[config.mk]
export PLATFORM = sky130hd
export DESIGN_NAME = dac_nib_loader
export DESIGN_NICKNAME = d
export VERILOG_FILES = /design/src/rtl/dnl_pkg.sv /design/src/rtl/dnl_word_cap.sv /design/src/rtl/dnl_seq.sv /design/src/rtl/dnl_pins.sv /design/src/rtl/dac_nib_loader.sv
export SDC_FILE = /design/constraint.sdc
export NUM_CORES = 1
export LEC_CHECK = 0
export BUFFER_PORTS_ARGS = -buffer_cell sky130_fd_sc_hd__buf_2
export CORE_ASPECT_RATIO = 2
export CORE_MARGIN = 4
export CORE_UTILIZATION = 50
export CTS_CLUSTER_SIZE = 40
export DETAILED_ROUTE_END_ITERATION = 10
export PLACE_DENSITY = 0.75
export SKIP_LAST_GASP = 1
export SYNTH_ARGS = -nofsm -noshare
export SYNTH_HDL_FRONTEND = slang
export SYNTH_HIERARCHICAL = 1
export SYNTH_SLANG_ARGS = --single-unit
export TNS_END_PERCENT = 10
[constraint.sdc]
create_clock -name clk -period 5.85 [get_ports clk]
set_clock_uncertainty 0.2 [all_clocks]
set_input_delay 1.17 -clock clk [delete_from_list [all_inputs] [get_ports clk]]
set_output_delay 1.17 -clock clk [all_outputs]
set_load 0.005 [all_outputs]
[src/rtl/dnl_pkg.sv]
package dnl_pkg;

  localparam int unsigned NIB_W   = 4;
  localparam int unsigned ADDR_W  = 3;
  localparam int unsigned WORD_W  = 3 * NIB_W;
  localparam int unsigned N_SLOTS = 4;
  localparam int unsigned SLOT_W  = $clog2(N_SLOTS);
  localparam logic [ADDR_W-1:0] CH_BASE_ADDR = 3'd4;

  typedef enum logic [2:0] {
    ST_IDLE,
    ST_SETUP,
    ST_LOW,
    ST_HOLD,
    ST_CSUP,
    ST_DONE
  } dnl_state_e;

  // Bus address used by write slot 0..3 (low, mid, high, transfer)
  function automatic logic [ADDR_W-1:0] slot_addr(input logic [SLOT_W-1:0] slot);
    return CH_BASE_ADDR + {{(ADDR_W-SLOT_W){1'b0}}, slot};
  endfunction

  // Nibble carried on the data bus during write slot 0..3
  function automatic logic [NIB_W-1:0] slot_data(input logic [WORD_W-1:0] word,
                                                 input logic [SLOT_W-1:0] slot);
    logic [NIB_W-1:0] nib;
    case (slot)
      2'd0:    nib = word[NIB_W-1:0];
      2'd1:    nib = word[2*NIB_W-1:NIB_W];
      2'd2:    nib = word[3*NIB_W-1:2*NIB_W];
      default: nib = '0;
    endcase
    return nib;
  endfunction

  // Assemble the code word from its two input bytes
  function automatic logic [WORD_W-1:0] pack_code(input logic [NIB_W-1:0] top_nib,
                                                  input logic [2*NIB_W-1:0] low_byte);
    return {top_nib, low_byte};
  endfunction

  function automatic logic in_frame(input dnl_state_e st);
    return (st == ST_SETUP) || (st == ST_LOW) || (st == ST_HOLD);
  endfunction

endpackage

[src/rtl/dnl_word_cap.sv]
module dnl_word_cap
  import dnl_pkg::*;
(
  input  logic                clk,
  input  logic                rst_n,
  input  logic                cap,
  input  logic [NIB_W-1:0]    top_nib,
  input  logic [2*NIB_W-1:0]  low_byte,
  output logic [WORD_W-1:0]   word_nxt
);

  logic [WORD_W-1:0] word_q;

  assign word_nxt = cap ? pack_code(top_nib, low_byte) : word_q;

  always_ff @(posedge clk or negedge rst_n) begin
    if (!rst_n) word_q <= '0;
    else        word_q <= word_nxt;
  end

endmodule

[src/rtl/dnl_seq.sv]
module dnl_seq
  import dnl_pkg::*;
#(
  parameter int unsigned WR_LOW_CYC = 3
) (
  input  logic              clk,
  input  logic              rst_n,
  input  logic              start,
  output logic              accept,
  output dnl_state_e        st_nxt,
  output logic [SLOT_W-1:0] slot_nxt
);

  localparam int unsigned CNT_W = $clog2(WR_LOW_CYC + 1);
  localparam logic [CNT_W-1:0] CNT_LAST = CNT_W'(WR_LOW_CYC);
  localparam logic [SLOT_W-1:0] SLOT_LAST = SLOT_W'(N_SLOTS - 1);

  dnl_state_e        st_q;
  logic [SLOT_W-1:0] slot_q;
  logic [CNT_W-1:0]  cnt_q, cnt_nxt;

  assign accept = (st_q == ST_IDLE) && start;

  always_comb begin
    st_nxt   = st_q;
    slot_nxt = slot_q;
    cnt_nxt  = cnt_q;
    case (st_q)
      ST_IDLE: begin
        if (start) begin
          st_nxt   = ST_SETUP;
          slot_nxt = '0;
        end
      end
      ST_SETUP: begin
        st_nxt  = ST_LOW;
        cnt_nxt = CNT_W'(1);
      end
      ST_LOW: begin
        if (cnt_q == CNT_LAST) st_nxt = ST_HOLD;
        else                   cnt_nxt = cnt_q + CNT_W'(1);
      end
      ST_HOLD: begin
        if (slot_q == SLOT_LAST) begin
          st_nxt = ST_CSUP;
        end else begin
          st_nxt   = ST_SETUP;
          slot_nxt = slot_q + SLOT_W'(1);
        end
      end
      ST_CSUP: st_nxt = ST_DONE;
      ST_DONE: st_nxt = ST_IDLE;
      default: st_nxt = ST_IDLE;
    endcase
  end

  always_ff @(posedge clk or negedge rst_n) begin
    if (!rst_n) begin
      st_q   <= ST_IDLE;
      slot_q <= '0;
      cnt_q  <= '0;
    end else begin
      st_q   <= st_nxt;
      slot_q <= slot_nxt;
      cnt_q  <= cnt_nxt;
    end
  end

endmodule

[src/rtl/dnl_pins.sv]
module dnl_pins
  import dnl_pkg::*;
(
  input  logic              clk,
  input  logic              rst_n,
  input  dnl_state_e        st_nxt,
  input  logic [SLOT_W-1:0] slot_nxt,
  input  logic [WORD_W-1:0] word_nxt,
  output logic              cs_n,
  output logic              wr_n,
  output logic              upd,
  output logic              clr,
  output logic [ADDR_W-1:0] addr,
  output logic [NIB_W-1:0]  data,
  output logic              done
);

  logic frame_nxt;
  assign frame_nxt = in_frame(st_nxt);

  always_ff @(posedge clk or negedge rst_n) begin
    if (!rst_n) begin
      cs_n <= 1'b1;
      wr_n <= 1'b1;
      upd  <= 1'b1;
      clr  <= 1'b0;
      addr <= '0;
      data <= '0;
      done <= 1'b0;
    end else begin
      cs_n <= !frame_nxt;
      wr_n <= (st_nxt != ST_LOW);
      upd  <= 1'b1;
      clr  <= 1'b0;
      addr <= frame_nxt ? slot_addr(slot_nxt) : '0;
      data <= frame_nxt ? slot_data(word_nxt, slot_nxt) : '0;
      done <= (st_nxt == ST_DONE);
    end
  end

endmodule

[src/rtl/dac_nib_loader.sv]
module dac_nib_loader
  import dnl_pkg::*;
#(
  parameter int unsigned WR_LOW_CYC = 3
) (
  input  logic        clk,
  input  logic        rst_n,
  input  logic        start,
  input  logic [7:0]  code_hi,
  input  logic [7:0]  code_lo,
  output logic        dac_cs_n,
  output logic        dac_wr_n,
  output logic        dac_upd,
  output logic        dac_clr,
  output logic [2:0]  dac_addr,
  output logic [3:0]  dac_data,
  output logic        done
);

  if (WR_LOW_CYC < 2) begin : g_bad_width
    $error("WR_LOW_CYC must be at least 2");
  end

  // Named internal events, observed by the bound checker
  logic              accept_evt;
  dnl_state_e        st_nxt;
  logic [SLOT_W-1:0] slot_nxt;
  logic [WORD_W-1:0] word_nxt;
  logic              unused_hi_bits;

  assign unused_hi_bits = ^code_hi[7:4];

  dnl_seq #(.WR_LOW_CYC(WR_LOW_CYC)) u_seq (
    .clk      (clk),
    .rst_n    (rst_n),
    .start    (start),
    .accept   (accept_evt),
    .st_nxt   (st_nxt),
    .slot_nxt (slot_nxt)
  );

  dnl_word_cap u_cap (
    .clk      (clk),
    .rst_n    (rst_n),
    .cap      (accept_evt),
    .top_nib  (code_hi[3:0]),
    .low_byte (code_lo),
    .word_nxt (word_nxt)
  );

  dnl_pins u_pins (
    .clk      (clk),
    .rst_n    (rst_n),
    .st_nxt   (st_nxt),
    .slot_nxt (slot_nxt),
    .word_nxt (word_nxt),
    .cs_n     (dac_cs_n),
    .wr_n     (dac_wr_n),
    .upd      (dac_upd),
    .clr      (dac_clr),
    .addr     (dac_addr),
    .data     (dac_data),
    .done     (done)
  );

endmodule

==> flow_summary.json, run 1 <==
{
  "portBuffers": 24,
  "worst_pin_slew_ps": 840.3,
  "slew_headroom_pct": 43.98,
  "cts_buffers": 5,
  "postCtsHoldBufs": 0,
  "cts.clk_slew.worst_paths_ps": 60,
  "final_nets": 149,
  "numClockSinks": 29,
  "track_usage_pct": 16.59,
  "fin_setup_tns_ps": 0,
  "ys.flop_type": "dfrtp_1",
  "ys_warn_count": 6,
  "initialDrtViolationCount": 21,
  "setup_violations": 0,
  "cap_violations": 0,
  "cts_resized": 0,
  "wire_per_inst_microns": 15.70,
  "crit_slowest_cell": "or3b_1",
  "cp_slowest_stage_delay_ps": 370,
  "crit_chain": "buf_2 > or3b_1 > nor2_1 > buf_4 > mux2_4 > nor2b_1 > a211oi_1 > a211oi_2",
  "rsz0062_at_grt": "no",
  "htree_levels": 2,
  "fp.dieH_microns": 81.18,
  "setup_slack_ps": 2866,
  "synthCells": 105,
  "post-place-ws_ps": 2599,
  "core_area_sq_um": 2570,
  "via_per_inst": 5.399,
  "drt-pass1-iter-count": 4,
  "dp.cells": 150,
  "crit_path_end_kind": "flip-flop",
  "synth_top_cells_by_area": "dfrtp_1, mux2_4, dfstp_2, a211oi_2, buf_6",
  "die_area_sq_um": 3620,
  "hold_violations": 0,
  "cp_data_required_time_ps": 5770,
  "design_area_sq_um": 1530,
  "syn_area_sq_um": 1339,
  "synth_area_leader_cell": "dfrtp_1",
  "postCtsSetupRepairBufs": 0,
  "crit_arrival_ps": 2910,
  "status": "complete, no violations",
  "seq_area_frac_synth_pct": 54.39,
  "syn_avg_cell_area_sq_um": 12.75,
  "io_pins": 31,
  "crit_path_start_kind": "input pin",
  "r2r_setup_slack_ps": 3310,
  "placed_area_sq_um": 1429,
  "vias": 853,
  "synth_cell_types": 31,
  "fp-row-count": 26,
  "finalCritPeriodShare_pct": 51.01,
  "diodes": 0,
  "ys_ff_latch": 29,
  "synth_edf_count": 0,
  "clk_path_buf_depth": 2,
  "die_w_microns": 44.59,
  "critPathKind": "in -> reg",
  "async_flop_share_pct": 100.0,
  "grt_max_degree": 30,
  "final_cell_mix": "dfrtp_1, buf_2, mux2_4, clkbuf_8, nor2_1",
  "fin_cells": 158,
  "layout-drive-gt1-share_pct": 42.31,
  "cts-root-buf": "clkbuf_8",
  "synth_top_area_share_pct": 50.47,
  "fmax_mhz": 335.1,
  "grt-ovfl-total": 0,
  "irDropWorstVdd_mv": 0.3574,
  "cts_tree": "done",
  "start_util_pct": 52.09,
  "p_leak_nw": 0.7232,
  "syn2layout_area_growth_pct": 14.30,
  "hold_class": "reg -> reg",
  "clk_latency_ps": 280,
  "cp_max_fo": 12,
  "place.gp.congestion": 0.7264,
  "wl_microns": 2481,
  "synth_fp_nets": 125,
  "grt_pass1_vias": 920,
  "period_needed_ps": 2984,
  "ant_nets": 0,
  "final_common_cell": "dfrtp_1",
  "dp_hpwl_microns": 1741,
  "grt_pass1_wl_microns": 4222,
  "drc_errors": 0,
  "hold_slack_ps": 296.5,
  "powerDensity_nw_per_um2": 615.5,
  "antenna_found_initial": 0,
  "drv_slew": 0
}
[worst max-delay path: cells and delay by family]
family	cells	cell delay [ps]
and+or+nand+nor	3	610
AOI/OAI and AO/OA	2	450
buffers and inverters	2	350
muxes	1	330
[report_power, final]
part | internal, mW | switching [mW]
registers | 0.301 | 0.0536
clock network | 0.106 | 0.0737
logic | 0.206 | 0.201
[registers in the layout, indices dropped and copies added (netlist names)]
| register | flops |
|---|---|
| u_cap/word_q | 12 |
| u_pins/addr | 3 |
| u_pins/cs_n | 1 |
| u_pins/data | 4 |
| u_pins/done | 1 |
| u_pins/wr_n | 1 |
| u_seq/cnt_q | 2 |
| u_seq/slot_q | 2 |
| u_seq/st_q | 3 |
[final cells by class]
class / instances / area (sq um)
inverter: 2 / 8.758
clock buffer: 7 / 96.34
multi-input combinational: 66 / 529.3
fill: 222 / 1040
clock inverter: 1 / 5.005
sequential: 29 / 728.2
tap: 28 / 35.03
timing repair buffer: 25 / 127.6
[Yosys cell counts (3+ instances only)]
| library cell | count |
|---|---|
| dfrtp_1 | 27 |
| mux2_4 | 10 |
| nor2_1 | 7 |
| nor2b_1 | 6 |
| a211oi_1 | 4 |
| a211oi_2 | 4 |
| a21oi_1 | 4 |
| buf_6 | 4 |
| nand2b_1 | 4 |
| o21ai_0 | 4 |
| buf_4 | 3 |
| nand2_1 | 3 |
[kinds of logic (layout without fill, tap and decap cells)]
| family | after synthesis | in the layout | share of synthesized area [%] |
|---|---|---|---|
| buffers and inverters | 10 | 35 | 6.073 |
| flip-flops | 29 | 29 | 54.39 |
| multiplexers | 12 | 12 | 12.90 |
| adder cells (fa/ha/maj) | 1 | 1 | 0.9344 |
| other | 2 | 2 | 0.5610 |
| AND/OR/NAND/NOR | 29 | 29 | 12.52 |
| AO/OA/AOI/OAI | 21 | 21 | 11.96 |
| XOR/XNOR | 1 | 1 | 0.6543 |
[worst paths after layout]
path,endpoint,start,depth (start not counted)
setup / recovery,u_pins/data[0],start,8
hold / removal,u_cap/word_q[3],u_cap/word_q[3],1
setup reg to reg,u_pins/data[0],u_seq/st_q[0],7
hold reg to reg,u_cap/word_q[3],u_cap/word_q[3],1
max in group asynchronous,u_cap/word_q[1],rst_n,1
min in group asynchronous,u_pins/data[0],rst_n,1
[layer usage]
layer / vias up / part of all wire, % / global-route usage (%)
met5: - / 0 / 0
met4: 0 / 4.2 / 12.99
met3: 10 / 5.8 / 4.878
met2: 29 / 56 / 27.95
met1: 410 / 34 / 15.99
li1: 404 / - / -
[stage by stage]
step | util [%] | total power [mW]
6_report | 59.54 | 0.9419
3_3_place_gp | 55.60 | 0.7411
2_1_floorplan | - | 0.6985
4_1_cts | 59.54 | 0.9537
5_1_grt | 59.54 | 1.009
3_5_place_dp | 55.60 | 0.7627
(Power assumes the default switching activity.)
==> inputs of run 2 (changes only) <==
ABC_AREA = 1   (was unset)
CORE_ASPECT_RATIO = unset   (was 2)
PLACE_DENSITY = 0.76   (was 0.75)
clock period = 3.1 ns   (was 5.85 ns; I/O delays follow)
==> flow_summary.json, run 2 <==
{
  "setup_slack_ps": 1053,
  "synth_top_cells_by_area": "dfrtp_1, nand2_1, nand3_1, dfstp_2, inv_1",
  "crit_path_start_kind": "flip-flop",
  "critPathBufInv": 3,
  "clkPwrFrac_pct": 15.9,
  "cp_slowest_stage_delay_ps": 460,
  "post-place-ws_ps": 1009,
  "syn2layout_area_growth_pct": 14.46,
  "status": "complete, no violations",
  "syn_area_sq_um": 1246,
  "finalCritPeriodShare_pct": 66.04,
  "ys_warn_count": 6,
  "top_register": "u_cap/word_q",
  "multi_input_area_sq_um": 420.4,
  "drt-pass1-iter-count": 4,
  "cap_violations": 0,
  "portBuffers": 24,
  "r2r_setup_slack_ps": 1050,
  "cts_tree": "done",
  "crit_chain": "nor2_1 > nand3_2 > inv_1 > inv_2 > nand2_1 > nand2_1 > nand3_1 > nand3_1 > nand2_1 > inv_1",
  "cts_resized": 0,
  "p_leak_nw": 0.8102,
  "grt_max_degree": 30,
  "hold_class": "in -> async",
  "crit_arrival_ps": 2050,
  "cp_max_fo": 13,
  "period_needed_ps": 2047,
  "rsz0062_at_grt": "no",
  "place.gp.congestion": 0.8030,
  "seq_area_frac_synth_pct": 58.43,
  "drv_slew": 0,
  "path_delay_family": "simple AND/OR/NAND/NOR gates",
  "postCtsSetupRepairBufs": 0,
  "grt_pass1_wl_microns": 3898,
  "initialDrtViolationCount": 13,
  "ant_nets": 0,
  "via_per_inst": 4.840,
  "top_regs": "u_cap/word_q x12, u_pins/data x4",
  "numClockSinks": 29,
  "die_area_sq_um": 3355,
  "synth_cell_types": 20,
  "drc_errors": 0,
  "wire_per_inst_microns": 11.33,
  "cts_buffers": 5,
  "hold_slack_ps": 119.5,
  "largest_register_ffs": 12,
  "postCtsHoldBufs": 0,
  "seq_area_sq_um": 728.2,
  "synthTopCellsByCount": "nand2_1, dfrtp_1, nand3_1",
  "crit_slowest_cell": "dfrtp_1",
  "cts.clk_slew.worst_paths_ps": 80,
  "critPathKind": "reg -> reg",
  "fmax_mhz": 488.4,
  "vias": 968,
  "grt_pass1_vias": 973,
  "yosysMostFrequentCell": "nand2_1",
  "cts-root-buf": "clkbuf_4",
  "comb_power_share_pct": 41.4,
  "internal-power_mw": 0.8567,
  "switching_share_pct": 40.20,
  "postLayoutCoreUtil_pct": 62.09,
  "placed_area_sq_um": 1368,
  "worst_pin_slew_ps": 616.1,
  "powerDensity_nw_per_um2": 1004,
  "synth_edf_count": 0,
  "final_cell_mix": "nand2_1, dfrtp_1, buf_2, nand3_1, inv_1",
  "die_w_microns": 57.93,
  "final_nets": 191,
  "final_common_cell": "nand2_1",
  "synth_area_leader_cell": "dfrtp_1",
  "nFillCells": 210,
  "synth_fp_nets": 164,
  "fp-row-count": 17,
  "fp.dieH_microns": 57.93,
  "setup_violations": 0,
  "crit_path_end_kind": "flip-flop",
  "dp_hpwl_microns": 1685,
  "design_area_sq_um": 1426,
  "htree_levels": 2,
  "dp.cells": 192,
  "synth_top_area_share_pct": 54.22,
  "total_power_mw": 1.432,
  "fin_cells": 200,
  "hold_violations": 0,
  "async_flop_share_pct": 100.0,
  "io_pins": 31,
  "layout-drive-gt1-share_pct": 23.84,
  "antenna_found_initial": 0,
  "irDropWorstVdd_mv": 0.5885,
  "ys_ff_latch": 29,
  "start_util_pct": 54.25,
  "synthCells": 144,
  "cpMostUsedCell": "nand2_1",
  "track_usage_pct": 14.98,
  "fin_setup_tns_ps": 0,
  "diodes": 0,
  "cp_data_required_time_ps": 3100,
  "slew_headroom_pct": 58.93,
  "syn_avg_cell_area_sq_um": 8.654,
  "wl_microns": 2266,
  "clk_path_buf_depth": 2,
  "ys.flop_type": "dfrtp_1",
  "switchingPower_mw": 0.5758,
  "clk_latency_ps": 300,
  "core_area_sq_um": 2297,
  "p_seq_share_pct": 42.7,
  "grt-ovfl-total": 0
}
==> run 2: changes by cell type in the layout (fill, tap and decap cells not counted), moves of 5 or more <==
| cell | before | now |
|---|---|---|
| clkbuf_8 | 7 | 1 |
| inv_1 | 1 | 12 |
| nand3_1 | 2 | 17 |
| nor2b_1 | 6 | 0 |
| nand2_1 | 3 | 56 |
| mux2_4 | 10 | 0 |
| clkbuf_4 | 0 | 5 |
==> run 2: layout make-up <==
cell class / count / share of cell area [%]
clock buffer: 8 / 4.123
sequential: 29 / 51.05
multi-input combinational: 94 / 29.47
inverter: 17 / 4.474
timing repair buffer: 24 / 8.421
tap: 28 / 2.456
==> run 2: worst paths after layout <==
path | start | to | cells past startpoint
worst min register to register | u_cap/word_q[1] | u_cap/word_q[1] | 2
max in group asynchronous | rst_n | u_pins/data[2] | 1
worst max register to register | u_seq/st_q[1] | u_pins/data[2] | 10
min in group clk | u_cap/word_q[1] | u_cap/word_q[1] | 2
worst max-delay path | u_seq/st_q[1] | u_pins/data[2] | 10
worst min-delay path | rst_n | u_seq/st_q[1] | 1
==> run 2: routing by layer <==
layer,up-vias,GRT usage [%],share of wire [%]
met4,0,5.960,1.2
met1,437,18.99,45
li1,502,-,-
met5,-,0,0
met3,4,4.009,5.4
met2,25,24.35,49
==> run 2: logic make-up after synthesis <==
group,synth area share (%)
simple gates,30.02
compound gates,2.109
flops,58.43
buf+inv,7.830
fa+ha+maj,1.004
other cells,0.6026
==> run 2: power by group through the flow <==
stage	logic (mW)	clock network (mW)	registers, mW
2_1_floorplan	0.443	0	0.613
3_3_place_gp	0.573	0	0.612
3_5_place_dp	0.593	0	0.619
4_1_cts	0.597	0.234	0.612
5_1_grt	0.684	0.257	0.632
6_report	0.594	0.227	0.611
==> run 2: worst register-to-register path, delay by kind of cell, from the launching register on <==
family,cells,cell delay [ps]
and+or+nand+nor,7,750
buffers and inverters,3,550
DFF,1,460
